[src/rtl/vecgen_pkg.sv]
package vecgen_pkg;

    // Address and data width of the base register and the fetch address.
    localparam int ADDR_W = 32;

    // Bytes per vector entry, expressed as a left shift.
    localparam int ENTRY_SHIFT = 2;

    // How the base and the scaled offset are merged.
    typedef enum logic {
        COMB_OR  = 1'b0,
        COMB_ADD = 1'b1
    } combine_e;

    // Registered response of one request.
    typedef struct packed {
        logic              valid;
        logic              err;
        logic [ADDR_W-1:0] addr;
    } resp_t;

    // Mask that clears the unimplemented low bits of the base.
    function automatic logic [ADDR_W-1:0] base_mask(input int lsb);
        logic [ADDR_W-1:0] m;
        m = '1;
        for (int i = 0; i < ADDR_W; i++) begin
            if (i < lsb) m[i] = 1'b0;
        end
        return m;
    endfunction

endpackage

[src/rtl/vecgen_base_reg.sv]
module vecgen_base_reg
    import vecgen_pkg::*;
#(
    parameter int BASE_LSB  = 7,
    parameter int ALIGN_LSB = 9
) (
    input  logic              clk,
    input  logic              rst,
    input  logic              wr_en,
    input  logic [ADDR_W-1:0] wr_data,
    output logic [ADDR_W-1:0] base,
    output logic              misaligned
);

    localparam logic [ADDR_W-1:0] MASK = base_mask(BASE_LSB);

    logic [ADDR_W-1:0] base_q;

    always_ff @(posedge clk) begin
        if (rst) begin
            base_q <= '0;
        end else if (wr_en) begin
            base_q <= wr_data & MASK;
        end
    end

    assign base = base_q;

    // Bits between the register granularity and the table span.
    generate
        if (ALIGN_LSB > BASE_LSB) begin : g_gap
            assign misaligned = |base_q[ALIGN_LSB-1:BASE_LSB];
        end else begin : g_nogap
            assign misaligned = 1'b0;
        end
    endgenerate

endmodule

[src/rtl/vecgen_addr_calc.sv]
module vecgen_addr_calc
    import vecgen_pkg::*;
#(
    parameter int       VEC_W   = 7,
    parameter int       NUM_VEC = 111,
    parameter combine_e MODE    = COMB_OR
) (
    input  logic [ADDR_W-1:0] base,
    input  logic [VEC_W-1:0]  vec,
    output logic [ADDR_W-1:0] addr,
    output logic              in_range
);

    localparam int PAD_W = ADDR_W - VEC_W - ENTRY_SHIFT;
    localparam logic [VEC_W:0] LIMIT = (VEC_W + 1)'(NUM_VEC);

    logic [ADDR_W-1:0] offset;

    assign offset   = {{PAD_W{1'b0}}, vec, {ENTRY_SHIFT{1'b0}}};
    assign in_range = {1'b0, vec} < LIMIT;

    generate
        if (MODE == COMB_OR) begin : g_or
            assign addr = base | offset;
        end else begin : g_add
            assign addr = base + offset;
        end
    endgenerate

endmodule

[src/rtl/vecgen_resp_stage.sv]
module vecgen_resp_stage
    import vecgen_pkg::*;
(
    input  logic              clk,
    input  logic              rst,
    input  logic              req_valid,
    input  logic              in_range,
    input  logic [ADDR_W-1:0] addr_next,
    output resp_t             resp
);

    resp_t resp_q;

    always_ff @(posedge clk) begin
        if (rst) begin
            resp_q <= '0;
        end else begin
            resp_q.valid <= req_valid && in_range;
            resp_q.err   <= req_valid && !in_range;
            if (req_valid && in_range) begin
                resp_q.addr <= addr_next;
            end
        end
    end

    assign resp = resp_q;

endmodule

[src/rtl/vecgen_top.sv]
module vecgen_top
    import vecgen_pkg::*;
#(
    parameter int       NUM_VEC  = 111,
    parameter int       BASE_LSB = 7,
    parameter combine_e MODE     = COMB_OR,
    parameter int       VEC_W    = $clog2(NUM_VEC)
) (
    input  logic              clk,
    input  logic              rst,
    input  logic              reg_wr_en,
    input  logic [31:0]       reg_wr_data,
    output logic [31:0]       reg_rd_data,
    input  logic              req_valid,
    input  logic [VEC_W-1:0]  req_vec,
    output logic              addr_valid,
    output logic [31:0]       addr_out,
    output logic              req_err,
    output logic              base_misaligned
);

    // Table span in bytes, rounded up to a power of two.
    localparam int ALIGN_LSB = $clog2(NUM_VEC) + ENTRY_SHIFT;

    logic [ADDR_W-1:0] base;
    logic [ADDR_W-1:0] addr_next;
    logic              in_range;
    resp_t             resp;

    vecgen_base_reg #(
        .BASE_LSB (BASE_LSB),
        .ALIGN_LSB(ALIGN_LSB)
    ) u_base (
        .clk       (clk),
        .rst       (rst),
        .wr_en     (reg_wr_en),
        .wr_data   (reg_wr_data),
        .base      (base),
        .misaligned(base_misaligned)
    );

    vecgen_addr_calc #(
        .VEC_W  (VEC_W),
        .NUM_VEC(NUM_VEC),
        .MODE   (MODE)
    ) u_calc (
        .base    (base),
        .vec     (req_vec),
        .addr    (addr_next),
        .in_range(in_range)
    );

    vecgen_resp_stage u_resp (
        .clk      (clk),
        .rst      (rst),
        .req_valid(req_valid),
        .in_range (in_range),
        .addr_next(addr_next),
        .resp     (resp)
    );

    assign reg_rd_data = base;
    assign addr_valid  = resp.valid;
    assign req_err     = resp.err;
    assign addr_out    = resp.addr;

endmodule

[config.mk]
export PLATFORM = sky130hd
export DESIGN_NAME = vecgen_top
export DESIGN_NICKNAME = d
export VERILOG_FILES = /design/src/rtl/vecgen_pkg.sv /design/src/rtl/vecgen_base_reg.sv /design/src/rtl/vecgen_addr_calc.sv /design/src/rtl/vecgen_resp_stage.sv /design/src/rtl/vecgen_top.sv
export SDC_FILE = /design/constraint.sdc
export NUM_CORES = 1
export LEC_CHECK = 0
export BUFFER_PORTS_ARGS = -buffer_cell sky130_fd_sc_hd__buf_2
export CELL_PAD_IN_SITES_DETAIL_PLACEMENT = 1
export CELL_PAD_IN_SITES_GLOBAL_PLACEMENT = 1
export CORE_ASPECT_RATIO = 2
export CORE_UTILIZATION = 30
export DETAILED_ROUTE_END_ITERATION = 8
export GPL_TIMING_DRIVEN = 0
export HOLD_SLACK_MARGIN = 0.06
export PLACE_DENSITY = 0.81
export SLEW_MARGIN = 5
export SYNTH_ARGS = -nofsm -noshare
export SYNTH_HDL_FRONTEND = slang
export SYNTH_SLANG_ARGS = --single-unit
[constraint.sdc]
create_clock -name clk -period 1.18 [get_ports clk]
set_input_delay 0 -clock clk [delete_from_list [all_inputs] [get_ports clk]]
set_output_delay 0 -clock clk [all_outputs]
set_load 0.1 [all_outputs]
==> run_results.csv <==
group,metric,value,unit
synth,synth_edf_count,0,
floorplan,fp.dieArea,8930,sq um
synth,avgSynthCellArea,10.0,sq um
final_layout,final_cells,510,
floorplan,die_w,67.3,um
setup_path,crit_type,"reg -> out",
flow_run,drv_cap,0,
floorplan,core,8290,sq um
placement,placed_cells,453,
setup_path,crit_path_end,"base_misaligned",
cts,clk_latency,0.31,ns
synth,ys_seq_area_frac,0.446,
setup_path,cp_data_required_time,1.18,ns
floorplan,start_util,0.309,
detailed_routing,antenna_left,0,
synth,synth_ff_type,"dfxtp_1",
setup_path,crit_start,"u_base.base[7]$_SDFFE_PP0P_",
cts,cts_buffers,9,
grt,grt_pass1_wl,11.6,mm
grt,overflow,0,
placement,dpl-instance-area,3210,sq um
synth,ys_ff_latch,57,
placement,place.gp.congestion,0.731,
timing,setup_viol,0,
cts,cts.htree.levels,3,
synth,synthArstFlopShare,0,
timing,rsz0062_at_grt,"no",
detailed_routing,num_vias,2230,
setup_path,rr_worst_depth,2,
synth,yosys.area.top_type_share,0.446,
placement,io_buffers,91,
floorplan,rows,47,
timing,drv_slew,0,
synth,synth_common_cells,"dfxtp_1, nand2b_1, mux2i_1",
pwr,leakagePower,1.97,nW
pwr,p_sw,2.03,mW
setup_path,reg2reg_slack,0.34,ns
cts,clockBufferDepth,2,
setup_path,crit_path_cell_trace,"or2_2 > buf_6",
placement,dp_hpwl,4.96,mm
grt,grt.total_usage,0.176,
final_layout,nets,450,
cts,cts_root_buf,"clkbuf_16",
synth,yosysMostFrequentCell,"dfxtp_1",
cts,cts_tree,"yes",
setup_path,r2r_start,"u_resp.resp[6]$_SDFFE_PP0P_",
timing,skew,0.00298,ns
synth,yosysWarnings,0,
cts,path_clk_slew,0.05,ns
detailed_routing,vias_per_cell,4.37,
pwr,ir_worst_vdd,0.919,mV
synth,yosys.cell_types.count,22,
detailed_routing,drc,0,
synth,netlist_area,2560,sq um
pwr,power_frac_seq,0.341,
status,status,"finished clean",
setup_path,path_max_fanout,4,
floorplan,io_pins,110,
timing,max_freq,878,MHz
final_layout,area_delta_synth_final,54.7,%
synth,synth_area_leaders,"dfxtp_1, mux2i_1, nand2b_1",
final_layout,final_util,0.478,
pwr,power.total,6.16,mW
grt,grt_max_degree,11,
synth,yosysTopAreaCell,"dfxtp_1",
setup_path,critPathLaunchType,"register",
pwr,p_clk_frac,0.401,
setup_path,slowest_stage,"dfxtp_2",
pwr,p_per_area,1560,nW/um^2
final_layout,drive_gt1_frac,0.461,
pwr,p_int,4.14,mW
final_layout,diodes,0,
hold_path,hp-class,"in -> reg",
detailed_routing,routed_wl,7.27,mm
setup_path,regToRegEndpoint,"u_resp.resp[6]$_SDFFE_PP0P_",
detailed_routing,drt_iter0_drc,60,
floorplan,chipHeight,133,um
detailed_routing,wl_per_cell,14.3,um
final_layout,final_area,3960,sq um
setup_path,crit_path_end_kind,"output pin",
setup_path,arrival,1.14,ns
timing,fin_crit,1.14,ns
setup_path,worst_path_largest_cell_delay,0.33,ns
detailed_routing,drt_first_pass_iters,4,
pwr,swShare,0.329,
cts,clock-sinks,57,
grt,antenna_found_initial,0,
pwr,combPwrFrac,0.258,
synth,syn_inst,256,
timing,fin_crit_sh,0.965,
grt,grt_pass1_vias,2431,
timing,hold_violations,0,
-- worst min path at each step --
| stage | slack (ns) | end | depth (start not counted) | startpoint |
|---|---|---|---|---|
| 4_1_cts | 0.07 | u_resp.resp[6]$_SDFFE_PP0P_ | 4 | req_vec[0] |
| 3_5_place_dp | 0.24 | u_base.base[29]$_SDFFE_PP0P_ | 3 | reg_wr_data[29] |
| 5_1_grt | 0.09 | u_resp.resp[6]$_SDFFE_PP0P_ | 4 | req_vec[0] |
| 6_report | 0.08 | u_resp.resp[6]$_SDFFE_PP0P_ | 4 | req_vec[0] |
| 3_3_place_gp | 0.23 | u_base.base[22]$_SDFFE_PP0P_ | 3 | reg_wr_data[22] |
| 2_1_floorplan | 0.09 | u_resp.resp[7]$_SDFFE_PP0P_ | 1 | req_valid |
-- cells by family (layout without fill, tap and decap cells) --
| logic type | count (synthesis) | in the layout | synth area share |
|---|---|---|---|
| muxes | 52 | 52 | 0.203 |
| other | 1 | 9 | 0.00146 |
| buffers and inverters | 49 | 197 | 0.130 |
| and+or+nand+nor | 91 | 91 | 0.192 |
| DFF | 57 | 57 | 0.446 |
| AOI/OAI and AO/OA | 6 | 6 | 0.0274 |
-- registers in the layout (all words and copies together), names as in the netlist --
name and count:
u_resp.resp 32, u_base.base 25
-- routing by layer --
layer	global-route usage	part of all wire
met1	0.162	0.34
met2	0.342	0.61
met3	0.0319	0.029
met4	0.0851	0.020
met5	0	0
-- layout make-up --
type                    count  area, sq um
clock buffers              14          284
flip-flops and latches     57         1180
multi-input cells         158         1110
plain buffers              47          327
inverters                   2         7.51
clock inverters             2         10.0
well taps                  98          123
fillers                   968         4330
repair buffers            132          915
-- what timing repair did --
item	in CTS	in global routing
buffers inserted	0	6
hold buffers	35	0
setup endpoints to repair	24	10
endpoints found under the hold margin	34	0
resized for setup	24	1
-- worst max-delay path, delay by kind of cell, from the launching register on --
| kind | cells | cell delay [ns] |
|---|---|---|
| flip-flops | 1 | 0.33 |
| AND/OR/NAND/NOR | 1 | 0.30 |
| buffers and inverters | 1 | 0.19 |
-- power by group through the flow --
stage | registers [mW] | clock network (mW) | logic [mW]
after floorplan | 2.49 | 0 | 0.852
after global placement | 2.13 | 0 | 1.42
after detailed placement | 2.14 | 0 | 1.44
after CTS | 2.10 | 2.53 | 1.57
after global routing | 2.11 | 2.63 | 1.66
final | 2.10 | 2.47 | 1.59
-- through the flow --
stage | setup slack [ns] | setup TNS, ns | hold slack, ns
5_1_grt | 0.00191 | 0 | 0.0940
2_1_floorplan | -0.0140 | -0.0140 | 0.0855
6_report | 0.0412 | 0 | 0.0773
3_3_place_gp | 0.0222 | 0 | 0.232
4_1_cts | 0.00689 | 0 | 0.0697
3_5_place_dp | 0.00216 | 0 | 0.243
-- layout by cell type, fill, tap and decap left out --
master | Yosys | layout
or2_1 | 1 | 1
buf_4 | 33 | 62
clkbuf_1 | 6 | 7
nor2_1 | 30 | 30
inv_1 | 2 | 2
nor2b_1 | 1 | 1
buf_8 | 1 | 1
nand4_1 | 1 | 1
buf_6 | 1 | 2
clkinv_2 | 0 | 2
nand2_1 | 1 | 1
o21ai_2 | 1 | 1
a221oi_2 | 2 | 2
a21oi_1 | 1 | 1
buf_2 | 6 | 73
a41oi_2 | 1 | 1
dfxtp_2 | 0 | 32
conb_1 | 1 | 9
clkbuf_16 | 0 | 9
nand2b_1 | 55 | 55
dfxtp_1 | 57 | 25
clkbuf_8 | 0 | 4
dlygate4sd3_1 | 0 | 35
or2_2 | 1 | 1
a2111oi_1 | 1 | 1
mux2i_1 | 52 | 52
nor3_1 | 1 | 1
Note: power is estimated with default switching activity, not from simulation.
